### src/rtl/pocsag_batch_sync.sv
module pocsag_batch_sync #(
  parameter int CW_W         = 32,
  parameter int N_USR        = 4,
  parameter int DIV_512      = 150,
  parameter int DIV_1200     = 64,
  parameter int DIV_2400     = 32,
  parameter int CW_PER_BATCH = 17,
  parameter int MISS_LIMIT   = 2,
  parameter logic [CW_W-1:0] STD_SYNC = 32'h7CD215D8
) (
  input  logic                  clk,
  input  logic                  rst_n,
  input  logic                  ref_tick,
  input  logic [1:0]            rate_sel,
  input  logic                  rx_bit,
  input  logic [N_USR*CW_W-1:0] usr_word,
  input  logic [N_USR-1:0]      usr_en,
  output logic                  bit_en,
  output logic                  locked,
  output logic                  cw_valid,
  output logic [CW_W-1:0]       cw_data,
  output logic                  cw_is_sync,
  output logic [2:0]            frame_idx,
  output logic                  cw_in_frame,
  output logic                  sync_user,
  output logic [$clog2(N_USR)-1:0] sync_id
);
  localparam int DIV_W  = $clog2(DIV_512);
  localparam int BIT_W  = $clog2(CW_W);
  localparam int CNT_W  = $clog2(CW_PER_BATCH);
  localparam int FRM_W  = $clog2(CW_PER_BATCH - 1);
  localparam int ID_W   = $clog2(N_USR);
  localparam int MISS_W = $clog2(MISS_LIMIT + 1);

  logic [DIV_W-1:0]  div_m1, div_cnt;
  logic [CW_W-2:0]   sr;
  logic [CW_W-1:0]   win;
  logic [BIT_W-1:0]  bit_cnt;
  logic [CNT_W-1:0]  cw_cnt;
  logic [FRM_W-1:0]  slot_m1;
  logic [MISS_W-1:0] miss;
  logic              std_hit, usr_any, any_hit;
  logic [ID_W-1:0]   usr_idx;

  always_comb begin
    case (rate_sel)
      2'd0:    div_m1 = DIV_W'(DIV_512 - 1);
      2'd1:    div_m1 = DIV_W'(DIV_1200 - 1);
      default: div_m1 = DIV_W'(DIV_2400 - 1);
    endcase
  end

  assign bit_en = ref_tick && (div_cnt >= div_m1);

  always_ff @(posedge clk or negedge rst_n)
    if (!rst_n)        div_cnt <= '0;
    else if (ref_tick) div_cnt <= bit_en ? '0 : div_cnt + 1'b1;

  assign win     = {sr, rx_bit};
  assign std_hit = (win == STD_SYNC);
  assign any_hit = std_hit || usr_any;
  assign slot_m1 = FRM_W'(cw_cnt - 1'b1);

  always_comb begin
    usr_any = 1'b0;
    usr_idx = '0;
    for (int i = N_USR - 1; i >= 0; i--)
      if (usr_en[i] && win == usr_word[i*CW_W +: CW_W]) begin
        usr_any = 1'b1;
        usr_idx = ID_W'(i);
      end
  end

  always_ff @(posedge clk or negedge rst_n) begin
    if (!rst_n) begin
      sr <= '0; locked <= 1'b0; bit_cnt <= '0; cw_cnt <= '0; miss <= '0;
      cw_valid <= 1'b0; cw_data <= '0; cw_is_sync <= 1'b0;
      frame_idx <= '0; cw_in_frame <= 1'b0; sync_user <= 1'b0; sync_id <= '0;
    end else begin
      cw_valid <= 1'b0;
      if (bit_en) begin
        sr <= win[CW_W-2:0];
        if (!locked) begin
          if (any_hit) begin
            locked <= 1'b1; bit_cnt <= '0; cw_cnt <= CNT_W'(1); miss <= '0;
            cw_valid <= 1'b1; cw_data <= win; cw_is_sync <= 1'b1;
            frame_idx <= '0; cw_in_frame <= 1'b0;
            sync_user <= !std_hit; sync_id <= std_hit ? '0 : usr_idx;
          end
        end else begin
          bit_cnt <= bit_cnt + 1'b1;
          if (bit_cnt == BIT_W'(CW_W - 1)) begin
            cw_valid <= 1'b1;
            cw_data  <= win;
            cw_cnt   <= (cw_cnt == CNT_W'(CW_PER_BATCH - 1)) ? '0 : cw_cnt + 1'b1;
            if (cw_cnt == '0) begin
              cw_is_sync <= 1'b1; frame_idx <= '0; cw_in_frame <= 1'b0;
              if (any_hit) begin
                miss <= '0; sync_user <= !std_hit; sync_id <= std_hit ? '0 : usr_idx;
              end else if (miss == MISS_W'(MISS_LIMIT - 1)) begin
                locked <= 1'b0; miss <= '0;
              end else begin
                miss <= miss + 1'b1;
              end
            end else begin
              cw_is_sync <= 1'b0;
              {frame_idx, cw_in_frame} <= slot_m1;
            end
          end
        end
      end
    end
  end

  AST_VALID_ONE_CYCLE: assert property (@(posedge clk) disable iff (!rst_n) cw_valid |=> !cw_valid);
  AST_VALID_ON_BIT: assert property (@(posedge clk) disable iff (!rst_n) cw_valid |-> $past(bit_en));
  AST_LOCK_AT_SYNC: assert property (@(posedge clk) disable iff (!rst_n) $rose(locked) |-> cw_valid && cw_is_sync);
  AST_DROP_AT_SYNC: assert property (@(posedge clk) disable iff (!rst_n) $fell(locked) |-> cw_valid && cw_is_sync);
  AST_ID_HOLDS: assert property (@(posedge clk) disable iff (!rst_n) !cw_valid |-> $stable({sync_user, sync_id}));
endmodule

### config.mk
export PLATFORM = sky130hd
export DESIGN_NAME = pocsag_batch_sync
export DESIGN_NICKNAME = d
export VERILOG_FILES = /design/src/rtl/pocsag_batch_sync.sv
export SDC_FILE = /design/constraint.sdc
export NUM_CORES = 1
export LEC_CHECK = 0
export CAP_MARGIN = 20
export CORE_UTILIZATION = 44
export CTS_BUF_LIST = sky130_fd_sc_hd__clkbuf_4 sky130_fd_sc_hd__clkbuf_8
export DETAILED_ROUTE_END_ITERATION = 10
export HOLD_SLACK_MARGIN = 0.05
export MAX_ROUTING_LAYER = met4
export PLACE_DENSITY = 0.83
export SETUP_SLACK_MARGIN = 0.15
export SYNTH_ARGS = -nofsm -noshare
export SYNTH_HDL_FRONTEND = slang
export SYNTH_SLANG_ARGS = --single-unit
### constraint.sdc
create_clock -name clk -period 2.3 [get_ports clk]
set_input_delay 0.23 -clock clk [delete_from_list [all_inputs] [get_ports clk]]
set_output_delay 0.23 -clock clk [all_outputs]
set_load 0.03 [all_outputs]
Word-level counts from Yosys, hierarchy flattened
Cells that the tools add are included.

Output and inout bits: 43. Register bits: 93. Word-level logic and storage cells: 99. Bits of input ports: 138.

$add $sub $neg: 5. Reduce and logical (&&, ||, !) cells: 14. Magnitude comparators: 1. Muxes and demuxes: 55. Equality and inequality tests: 11.

Operators by type and width (number): equality test 32 bit (4); two-way mux 32 bit (3); equality test 32 x 31 -> 1 bit (second input constant) (1); two-way mux 2 bit (15); two-way mux 5 bit (6); two-way mux 1 bit (25); one-hot mux 8 bit (2 select lines) (1); two-way mux 3 bit (4); adder 5 x 1 -> 5 bit (second input constant) (2); equality test 5 bit (second input constant) (2); adder 8 x 1 -> 8 bit (second input constant) (1); >= comparator 8 bit (1); two-way mux 8 bit (1); AND reduction 3 bit (2); logical AND 1 bit (5); zero test 5 bit (1); equality test 2 x 1 -> 1 bit (second input constant) (2); != test 2 x 1 -> 1 bit (second input constant) (2); AND reduction 4 bit (1); subtractor 4 x 1 -> 4 bit (second input constant) (1); adder 2 x 1 -> 2 bit (second input constant) (1); zero test 2 bit (1); AND reduction 2 bit (1); nonzero test 2 bit (1); 2 further kinds (2).

Longest topological paths before layout
Gate-level depths: netlist (run 1).

Depth in word-level cells: 11. Mapped depth: 12. Gate-level depth less buffers: 11.

Worst setup path after synthesis (run 1)
OpenSTA, ideal clock, no wires.

Path kind: register to register. Start: register sr[23]. End: register cw_data[18]. Data required time: 2.175 ns. Path slack: -0.187 ns. Clock period less this slack: 2.487 ns. Path buffers: 3. Cell stages (with the launch flop): 11. Data arrival time: 2.362 ns. Setup time: 0.125 ns. Cell sequence: dfrtp_1 -> buf_6 -> xor2_1 -> nor4_2 -> nand4_1 -> or4_4 -> nand4_4 -> o211ai_4 -> buf_6 -> buf_6 -> mux2_4.

Word-level cells in the longest chain between the ends: 9. Elaborated cells between the ends (all ways): 16. Classes of those cells: 5 x eq/ne; 4 x mux; 7 x reduce/logical.

RTL lines: start, declared (RTL line 36) `logic [CW_W-2:0] sr;`; start signal, assigned (RTL line 82) `sr <= win[CW_W-2:0];`; equality test 32 bit (RTL line 68) `if (usr_en[i] && win == usr_word[i*CW_W +: CW_W]) begin`; logical AND 1 bit (RTL line 68); two-way mux 1 bit (4 in a row) (RTL line 68); logical OR 1 bit (*) (RTL line 61) `assign any_hit = std_hit || usr_any;`; nonzero test 2 bit (no source line) (*); AND reduction 3 bit (no source line) (*); end signal, assigned (RTL line 94) `cw_data <= win;`; end, declared (RTL line 21) `output logic [CW_W-1:0] cw_data,`.

Every way passes the cells marked *; elsewhere a longest branch is shown, timed or not. A chain may end at the register's enable or synchronous reset.

Worst setup path in the final report (run 1)
Start: register sr[0]. End: register cw_data[25].

The elaborated chain is that of the path after synthesis.

==> flow_summary.toml, run 1 <==
[floorplan]
rows = 41
core_um2 = 12700
start_util = 0.453
die_h_um = 116
dieArea_um2 = 13500
die_w_um = 116
num_io_pins = 181

[synthesis]
synth.ff_latch_count = 93
synth_warnings = 0
synth_simple_gate_area_frac = 0.176
synthXorXnorAreaFrac = 0.201
syn_inst = 584
synthesis.nets = 732
synth_top_family_by_area = "XOR/XNOR gates"
synth-adder-area-share = 0.0218
syn_area_per_cell_um2 = 9.83
synth_edf_count = 0
async_flop_share = 1.00
synth_ff_type = "dfrtp_1"
synth_compound_area_frac = 0.0624
syn_area_um2 = 5740
synthMuxAreaShare = 0.0774
ys_seq_area_frac = 0.405
synth_cell_types = 53

[placed_design]
dp.cells = 973
hpwlAfterDp_mm = 14.3
place_area_um2 = 8160
place.gp.congestion = 0.894
post-place-ws_ns = -0.716
portBuffers = 180

[power]
power_density_nw_per_um2 = 525
finalPower_mw = 4.61
p_leak_nw = 4.07
peakVddDrop_uv = 346

[worst_setup_path]
worstSetupEndpointType = "register"
cp.required_ns = 2.55
rr_endpoint = "cw_data[25]$_DFFE_PN0P_"
startpoint_type = "register"
r2r-start = "sr[0]$_DFFE_PN0N_"
endpoint = "cw_data[25]$_DFFE_PN0P_"
rrSetupSlack_ns = -0.34
reg2regPathDepth = 9
path_max_fanout = 19
crit_path_start = "sr[0]$_DFFE_PN0N_"
crit_type = "register to register"
crit_arrival_ns = 2.88

[route]
route.final.wire_length_mm = 19.6
wire_per_inst_um = 19.5
drcViolationCount = 0
dr.pass1.iters = 5
vias = 5458
ant_nets = 0
viasPerCell = 5.42
dr.first_iter.drc_count = 453

[timing]
period_share = 1.15
fin_ws_ns = -0.336
rsz0062_at_grt = "yes"
finalClockSkew_ns = 0.0156
period_minus_slack_ns = 2.64
relSlewSlack = 0.541
hold_slack_ns = 0.459
setup-tns-final_ns = -15.58
worst_pin_slew_ns = 0.689
setup_viol = 54
hold_viol = 0
max_freq_ghz = 0.379
maxSlewViolCount = 0

[cts]
cts_sinks = 93
htree_levels = 3
max-clock-path-buffers = 2
cts_root_buf = "clkbuf_8"
path_clk_slew_ns = 0.09
tritoncts = "done"
clk_latency_ns = 0.36
cts_buffers = 9

[grt]
grt_busiest_layer = "met2"
grtUsageMet3 = 0.0493
overflow = 0
grt_max_degree = 52
grt_use_met2 = 0.483
use_met1 = 0.375
grt_pass1_vias = 5586
antenna_found_initial = 0
grt_pass1_wl_mm = 29.4
gr-usage-all-layers = 0.303

[cells_and_area]
register_area_um2 = 2340
finish.utilization = 0.693
layoutNonFillerInstCount = 1007
final_layout_size_suffix_gt1_frac = 0.232
syn_to_final_growth_pct = 53.0
finalInstanceArea_um2 = 8780
fill_cells = 921
nNetsFinal = 978
multi_input_area_um2 = 3250
antenna-diode-count = 0

[flow_run]
max_cap_viol_count = 0

[outcome]
violations = "negative setup slack"
status = "finished, violations left"

[min_path]
hold_path.class = "input port to async pin"
==> cells in the mapped netlist, types with 2 or more instances <==
cell       instances  share of area
o21ai_0           14          0.012
a21boi_0           2         0.0026
or3_1              2         0.0022
o22ai_1            2         0.0022
a22o_1             6         0.0092
buf_2             16          0.014
a31oi_1            3         0.0033
and3_1             4         0.0044
nor4_1            13          0.014
buf_6              8          0.016
mux2_4            14          0.037
nor2_1            12         0.0078
nor3_1             8         0.0070
a21o_1             2         0.0026
nand3_1           14          0.012
nand2b_1           5         0.0055
mux2i_1            2         0.0035
nor4bb_1           3         0.0052
buf_1              3         0.0020
mux2_2            19          0.037
buf_4              3         0.0039
dfrtp_1           93           0.41
inv_1             12         0.0078
clkbuf_1          18          0.012
nor4_2             3         0.0065
xnor2_1           68           0.10
nand2_1          108          0.071
xor2_1            64          0.098
o2bb2ai_1          5         0.0076
ha_1              10          0.022
nand4_1           19          0.021
a21oi_1            8         0.0070
==> what timing repair did <==
item                                    4_1_cts  5_1_grt
pin swaps                                     9        5
gates cloned                                  3        0
hold endpoints to repair                     50        0
gates resized for setup                      41       15
hold buffers                                  1        0
buffers inserted                             11        3
endpoints found under the setup margin       83       74
==> power breakdown <==
| group | switching (mW) | total (mW) | internal [mW] |
|---|---|---|---|
| Combinational | 0.661 | 1.46 | 0.801 |
| Clock | 0.615 | 1.25 | 0.633 |
| Sequential | 0.163 | 1.90 | 1.73 |
==> area by class of cell <==
| type | instances | area share |
|---|---|---|
| Multi-Input combinational cell | 431 | 0.370 |
| Timing Repair Buffer | 283 | 0.308 |
| Sequential cell | 93 | 0.266 |
| Tap cell | 172 | 0.0245 |
| Clock buffer | 10 | 0.0150 |
| Clock inverter | 6 | 0.0105 |
| Inverter | 12 | 0.00570 |
==> cells in the final DEF (no fill, tap or decap), types with 7 or more instances in the layout <==
cell	n
clkdlybuf4s50_1	176
nand2_1	107
buf_4	91
dfrtp_1	84
xnor2_1	67
xor2_1	64
nand4_1	19
mux2_2	19
mux2_4	14
nor2_1	12
nand3_1	12
o21ai_0	11
inv_1	10
nor4_1	10
ha_1	9
clkbuf_8	9
dfrtp_2	9
a21oi_1	7
==> per-layer routing <==
metal | part of all wire | up-vias
met1 | 0.39 | 2610
met5 | 0 | -
met3 | 0.088 | 84
met4 | 0.051 | 0
li1 | - | 2449
met2 | 0.47 | 315
==> worst max-delay path, cell delays in order (launching register included) <==
cell	delay, ns
dfrtp_1	0.43
buf_6	0.14
xor2_1	0.16
nor4_2	0.28
nand4_1	0.27
or4_4	0.52
nand4_4	0.11
o211ai_4	0.11
buf_12	0.19
mux2_4	0.30
==> state kept, by name (all words and copies together), names as in the netlist, 2 cells and up <==
register,count
bit_cnt,5
frame_idx,3
sync_id,2
sr,31
miss,2
cw_data,32
div_cnt,8
cw_cnt,5
==> kinds of logic after synthesis <==
logic type,Yosys count
fa+ha+maj,10
xor+xnor,132
simple gates,203
mux,35
compound gates,51
flops,93
buf+inv,60
==> how the worst min path moves through the flow <==
| stage | startpoint | endpoint | slack (ns) |
|---|---|---|---|
| after floorplan | rst_n | bit_cnt[0]$_DFFE_PN0P_ | -0.07 |
| after global placement | rst_n | cw_data[0]$_DFFE_PN0P_ | 0.30 |
| after detailed placement | rst_n | cw_data[2]$_DFFE_PN0P_ | 0.31 |
| after CTS | rst_n | cw_data[2]$_DFFE_PN0P_ | 0.49 |
| after global routing | rst_n | cw_data[2]$_DFFE_PN0P_ | 0.51 |
| final | rst_n | cw_data[2]$_DFFE_PN0P_ | 0.46 |
No activity file was read; power rests on OpenSTA's default activity.
==> inputs of run 2 (changes only) <==
- CTS_CLUSTER_SIZE: default -> 8
==> results of run 2 <==
Final layout, timing and power as in run 1 (identical DEF).
==> inputs of run 3 (changes only) <==
- HOLD_SLACK_MARGIN: 0.05 -> default
==> results of run 3 <==
Final layout, timing and power as in run 1 (identical DEF).
